--- src/rtl/dwatch_unit.sv ---
module dwatch_unit #(
  parameter int AW        = 32,
  parameter int MW        = 6,
  parameter int FLAG_BIT  = 2,
  parameter int CHAN_BIT  = 8
) (
  input  logic          clk,
  input  logic          rst_n,
  input  logic          cfg_we,
  input  logic [2:0]    cfg_sel,
  input  logic [31:0]   cfg_wdata,
  input  logic          acc_valid,
  input  logic          acc_we,
  input  logic [AW-1:0] acc_addr,
  output logic          dbg_req,
  output logic [31:0]   cause_word
);
  localparam int HI = AW - MW;

  logic [AW-1:0] base  [2];
  logic          st_en [2];
  logic          ld_en [2];
  logic [MW-1:0] mask  [2];
  logic [1:0]    hit;
  logic          clr;

  assign clr = cfg_we && cfg_sel == 3'd4;

  for (genvar c = 0; c < 2; c++) begin : g_ch
    logic [AW-1:0] cmp_mask;
    assign cmp_mask = {{HI{1'b1}}, mask[c]};
    assign hit[c] = acc_valid && (acc_we ? st_en[c] : ld_en[c])
                    && (((acc_addr ^ base[c]) & cmp_mask) == '0);

    always_ff @(posedge clk) begin
      if (!rst_n) begin
        base[c]  <= '0;
        st_en[c] <= 1'b0;
        ld_en[c] <= 1'b0;
        mask[c]  <= '0;
      end else if (cfg_we) begin
        if (cfg_sel == 3'(2*c))
          base[c] <= cfg_wdata[AW-1:0];
        if (cfg_sel == 3'(2*c+1)) begin
          st_en[c] <= cfg_wdata[31];
          ld_en[c] <= cfg_wdata[30];
          mask[c]  <= cfg_wdata[MW-1:0];
        end
      end
    end
  end

  always_ff @(posedge clk) begin
    if (!rst_n) begin
      dbg_req    <= 1'b0;
      cause_word <= '0;
    end else begin
      dbg_req <= |hit;
      if (|hit) begin
        cause_word           <= '0;
        cause_word[FLAG_BIT] <= 1'b1;
        cause_word[CHAN_BIT] <= !hit[0];
      end else if (clr) begin
        cause_word <= '0;
      end
    end
  end


  no_spurious_req_chk: assert property (@(posedge clk) disable iff (!rst_n)
    !acc_valid |=> !dbg_req);


  req_has_flag_chk: assert property (@(posedge clk) disable iff (!rst_n)
    dbg_req |-> cause_word[FLAG_BIT]);


  ch0_priority_chk: assert property (@(posedge clk) disable iff (!rst_n)
    hit[0] |=> !cause_word[CHAN_BIT]);


  cause_hold_chk: assert property (@(posedge clk) disable iff (!rst_n)
    (hit == 2'b00 && !clr) |=> $stable(cause_word));


  disarmed_quiet_chk: assert property (@(posedge clk) disable iff (!rst_n)
    (!st_en[0] && !ld_en[0] && !st_en[1] && !ld_en[1]) |=> !dbg_req);
endmodule

--- config.mk ---
export PLATFORM = sky130hd
export DESIGN_NAME = dwatch_unit
export DESIGN_NICKNAME = d
export VERILOG_FILES = /design/src/rtl/dwatch_unit.sv
export SDC_FILE = /design/constraint.sdc
export NUM_CORES = 1
export LEC_CHECK = 0
export BUFFER_PORTS_ARGS = -buffer_cell sky130_fd_sc_hd__buf_4
export CAP_MARGIN = 20
export CELL_PAD_IN_SITES_DETAIL_PLACEMENT = 1
export CELL_PAD_IN_SITES_GLOBAL_PLACEMENT = 1
export CORE_MARGIN = 5
export CORE_UTILIZATION = 42
export DETAILED_ROUTE_END_ITERATION = 12
export PLACE_DENSITY = 0.91
export SLEW_MARGIN = 15
export SYNTH_ARGS = -nofsm -noshare
export SYNTH_HDL_FRONTEND = slang
export SYNTH_SLANG_ARGS = --single-unit
export TNS_END_PERCENT = 1
--- constraint.sdc ---
create_clock -name clk -period 4.1 [get_ports clk]
set_input_delay 0.41 -clock clk [delete_from_list [all_inputs] [get_ports clk]]
set_output_delay 0.41 -clock clk [all_outputs]
set_load 0.01 [all_outputs]
== Word-level counts from Yosys, hierarchy flattened ==
Memory sizes are Yosys's and may differ from the RTL's.
Index checks and enable logic that the tools add are counted.

* Equal/unequal tests: 4
* Mux-type cells: 29
* Bitwise logic cells: 12
* Reduce and logical (&&, ||, !) cells: 11

{| class="wikitable"
|+ Operators by type and width
! operator !! count
|-
| bitwise AND 32 bit || 2
|-
| zero test 32 bit || 2
|-
| two-way mux 32 bit || 2
|-
| XOR 32 bit || 2
|-
| two-way mux 1 bit || 23
|-
| two-way mux 9 bit || 2
|-
| two-way mux 6 bit || 2
|-
| OR 1 bit || 8
|-
| equality test 3 x 2 -> 1 bit, second input constant || 2
|-
| logical AND 1 bit || 5
|-
| equality test 3 x 1 -> 1 bit, second input constant || 1
|-
| equality test 3 bit, second input constant || 1
|-
| zero test 3 bit || 1
|-
| nonzero test 2 bit || 1
|-
| OR reduction 2 bit || 1
|-
| zero test 1 bit || 1
|}

* Bits in registers: 3
* RAM bits: 80
* Word-level logic and storage cells: 62
* Memories kept: 4

{| class="wikitable"
|+ Memory list
! memory !! words !! width !! read ports !! clocked after Yosys merged registers in !! wr ports !! line !! text
|-
| base || 2 || 32 || 2 || 0 || 2 || 20 || <nowiki>logic [AW-1:0] base [2];</nowiki>
|-
| mask || 2 || 6 || 2 || 0 || 2 || 23 || <nowiki>logic [MW-1:0] mask [2];</nowiki>
|-
| ld_en || 2 || 1 || 2 || 0 || 2 || 22 || <nowiki>logic ld_en [2];</nowiki>
|-
| st_en || 2 || 1 || 2 || 0 || 2 || 21 || <nowiki>logic st_en [2];</nowiki>
|}

== Logic depth before layout (Yosys ltp) ==
An unclocked memory read counts as a cell.

* Depth after elaboration: 7
* Depth in mapped cells: 5

== Worst setup path after synthesis ==
OpenSTA, ideal clock, no wires.

* Path kind: input-to-reg
* Start: input cfg_sel[0]
* End: memory base[0][0], enable pin
* Setup time: 466 ps
* Data arrival time: 3211 ps
* Data required time: 3634 ps
* Setup slack: 424 ps
* Cell stages on the path: 2
* Path buffers: 0
* Path through: or3b_2 o21ai_0

{| class="wikitable"
|+ RTL lines
! element !! line !! text
|-
| start, declared || 10 || <nowiki>input logic [2:0] cfg_sel,</nowiki>
|-
| end, declared || 20 ||
|}

==> results.txt <==
* Run status: completed
- For this run, design rule violations remaining after detail routing come to 0.
* Met2 global-route usage: 31.1%
* Power per cell area: 378 nW/um2
- Setup violations remaining at the end of the flow were counted as 0.
- Summing over every cut layer, the via total after detailed routing is 2564.
- Number of standard cells after synthesis: 319
* Netlist cell types: 27
* Sequential-to-total area share from yosys stat: 59.6%
* Depth of the most critical reg-to-reg path: 5
- Growth of design area from synthesis to finish: 20.8%
* Worst path slowest cell: sky130_fd_sc_hd__or4_4
* Fraction of the core area covered by cells at the end of the flow: 51.3%
- Initial cell density of the core: 42.5%
* Global placement routability congestion: 0.813
- Leak: 1.94 nW
- # fillers: 1040
- Maxcap violations: 0
- Width of the die: 109 um
* Wirelength per Cell: 18.3 um
* Highest ir drop seen on vdd: 0.178 mV
- Port Buffers: 74
- FF+latch count, synth: 83
- The first TritonRoute pass finished after 4 iterations.
- In this run the standard cell core region covers 9640 um2.
- In the layout the commonest cells are 79 x sky130_fd_sc_hd__and2_1, 78 x sky130_fd_sc_hd__edfxtp_1, 78 x sky130_fd_sc_hd__buf_4.
* Critical path capture point type: flop
- The total overflow left after global routing is 0.
- The min-delay analysis places its worst path in the category input pin to flop.
- Clock net sink count: 83
* Via count of the first global-routing pass: 2869
- Measured against its own limit, the worst slew margin works out to 64.3%.
* Final net count: 474
- Number of antenna violations at the first check in global routing: 0
* Minimum setup slack among reg-to-reg paths: 2.21 ns
- Worst endpoint data arrival time: 2.16 ns
- After detailed routing, the number of vias per cell comes to 4.75.
* Number of pins exceeding their max-slew limit in the final report: 0
- The die is 109 um tall.
- Total wirelength of the detailed-routed design: 9900 um
* Area of the die: 11800 um2
* Total I/O pin count: 105
- Clock-pin slew was measured on the worst setup and hold paths at 0.09 ns.
* Slew at the pin closest to its max-slew limit: 0.534 ns
- Post-CTS timing repair inserted 0 buffers for setup.
- The smallest clock period supported by the final layout is computed as 1.89 ns.
* Number of hold-slack violations in the final timing report: 0
- Critical path type: flop to flop
- Maximum clock skew at final layout: 0.00851 ns
- Setup repair after global routing left no endpoint under its margin.
- Along the worst hold path, the cell count comes to 2.
- In the global route stage, met1 resource usage came out at 20.4%.
- Cell Area, Synth: 4100 um2
- CP delay by family, top: simple AND/OR/NAND/NOR gates
- Launching element type of the critical path: flop
* Share of final-layout standard cells stronger than drive strength 1: 24.8%
* Global Route Usage Sum: 17.3%
- Hold repair after CTS inserted 0 buffers.
- Maximum count of clock buffers along a single path: 2
- Data required time of the worst path: 4.37 ns
* Share of the clock period used by the worst path: 46.1%
* Post-synthesis average cell area: 12.8 um2
* Global routing met3 resource utilization: 2.90%
- Fmax: 530 MHz
* Cts bufs inserted: 9
- Total power after layout: 1.87 mW
- Number of DRC violations after detailed-routing iteration 0: 143
- Setup total negative slack on the finished layout was measured at 0 ns.
- The H-tree generated during clock tree synthesis spans 3 levels.
* Non-filler cells, final: 540
- TritonCTS built the clock tree.
- The startpoint identified for the worst hold timing path is cfg_wdata[31].
* Startpoint of the lowest-slack register-to-register path: base[1][15]$_SDFFCE_PN0P_
* Number of nets still failing antenna checks after routing: 0
* Global-route wire length before repair: 15000 um
* Critical-path cell list: xor2_1 -> nor4_2 -> nand4_1 -> or4_4 -> a31oi_1
* Worst path bufs/invs: 0
- Number of gates resized after cts: 0
* Cell count after placement: 523
- Worst r2r dst: cause_word[2]$_SDFFE_PN0P_
* Half-perimeter wire length of the detailed placement result: 7340 um
- For hold timing, the worst endpoint is st_en[1]$_DFF_P_.
- Yosys warning count: 0
- Most frequent standard cell in the layout excluding fill and tap cells: sky130_fd_sc_hd__and2_1
- Largest fanout of any net on the critical path: 2
- Largest stage delay, worst path: 0.55 ns
* Clock latency on the worst-skew pair: 0.36 ns
- Cell at the root of the clock tree: sky130_fd_sc_hd__clkbuf_8
- After global routing, the most crowded layer is met2.
- 0 antenna diodes ended up in the layout.
- The initialized floorplan defines 36 standard-cell rows.
- Entering global routing, the biggest net connects 33 pins.
[synth_stat cells]
master | number | area (um2)
sky130_fd_sc_hd__edfxtp_1 | 78 | 2340
sky130_fd_sc_hd__a21oi_1 | 1 | 5.00
sky130_fd_sc_hd__a22oi_1 | 3 | 22.5
sky130_fd_sc_hd__or4_4 | 1 | 11.3
sky130_fd_sc_hd__mux2i_1 | 2 | 20.0
sky130_fd_sc_hd__a22o_1 | 4 | 35.0
sky130_fd_sc_hd__xor2_1 | 36 | 315
sky130_fd_sc_hd__clkbuf_1 | 6 | 22.5
sky130_fd_sc_hd__nand4_1 | 8 | 50.1
sky130_fd_sc_hd__a221oi_1 | 1 | 8.76
sky130_fd_sc_hd__nor4_2 | 2 | 25.0
sky130_fd_sc_hd__and2_1 | 79 | 494
sky130_fd_sc_hd__and4_1 | 1 | 8.76
sky130_fd_sc_hd__a31oi_1 | 1 | 6.26
sky130_fd_sc_hd__o211a_1 | 1 | 10.0
sky130_fd_sc_hd__xnor2_1 | 28 | 245
sky130_fd_sc_hd__inv_1 | 3 | 11.3
sky130_fd_sc_hd__nand2_1 | 7 | 26.3
sky130_fd_sc_hd__nand3_1 | 1 | 5.00
sky130_fd_sc_hd__nor4_1 | 7 | 43.8
sky130_fd_sc_hd__nor2_1 | 8 | 30.0
sky130_fd_sc_hd__or3b_2 | 1 | 8.76
sky130_fd_sc_hd__dfxtp_1 | 5 | 100
sky130_fd_sc_hd__conb_1 | 1 | 3.75
sky130_fd_sc_hd__buf_4 | 30 | 225
sky130_fd_sc_hd__nand3b_1 | 1 | 7.51
sky130_fd_sc_hd__o21ai_0 | 3 | 15.0
[per-stage QoR]
step	instance area (um2)	setup WS, ns	hold WS [ns]
global route	4950	2.11	0.305
finish	4950	2.21	0.303
floorplan	4210	0.424	0.448
detailed placement	4720	2.03	0.469
CTS	4940	2.19	0.291
global placement	4720	2.13	0.460
[cell type report]
cell class                      instances  area [um2]  area share (%)
Timing Repair Buffer                   79         591            11.9
Multi-Input combinational cell        226        1510            30.6
Tap cell                              133         166            3.36
Clock inverter                          7         101            2.05
Sequential cell                        83        2440            49.3
Inverter                                3        11.3           0.228
Clock buffer                            9         124            2.50
[worst reg2reg max path: stages (launching register included)]
cell	delay [ns]
sky130_fd_sc_hd__edfxtp_1	0.39
sky130_fd_sc_hd__xor2_1	0.16
sky130_fd_sc_hd__nor4_2	0.35
sky130_fd_sc_hd__nand4_1	0.20
sky130_fd_sc_hd__or4_4	0.55
sky130_fd_sc_hd__a31oi_1	0.17
[sequential cells by signal, indices dropped and copies added, names as in the netlist]
signal / cells
dbg_req: 1
ld_en: 2
st_en: 2
mask: 12
base: 64
cause_word: 2
[routing by layer]
layer  up-vias  part of all wire [%]
met5         -                     0
met4         0                   2.4
met3        20                   4.9
met2        79                    54
met1      1257                    39
li1       1208                     -
[cells by family (layout without fill, tap and decap cells)]
family	count (synthesis)	count (layout)	share of synthesized area [%]
buf+inv	39	98	6.32
compound gates	14	14	2.50
xor+xnor	64	64	13.7
simple gates	116	116	17.3
flops	83	83	59.6
other cells	1	30	0.0915
mux	2	2	0.488
[power by group]
group | leakage, nW | internal, mW | switching, mW
registers | 0.794 | 0.979 | 0.0224
clock network | 0.106 | 0.347 | 0.312
logic | 1.04 | 0.0983 | 0.113
[how the worst max path moves through the flow]
stage                         startpoint                          to  slack, ns  cells after the start
2_1_floorplan                 cfg_sel[0]    base[0][0]$_SDFFCE_PN0P_       0.42                      2
3_3_place_gp                acc_addr[15]  cause_word[2]$_SDFFE_PN0P_       2.13                      6
3_5_place_dp                acc_addr[15]  cause_word[2]$_SDFFE_PN0P_       2.03                      6
4_1_cts        base[1][15]$_SDFFCE_PN0P_  cause_word[2]$_SDFFE_PN0P_       2.19                      5
5_1_grt        base[1][15]$_SDFFCE_PN0P_  cause_word[2]$_SDFFE_PN0P_       2.11                      5
6_report       base[1][15]$_SDFFCE_PN0P_  cause_word[2]$_SDFFE_PN0P_       2.21                      5
Power figures use the tool's default switching activity.
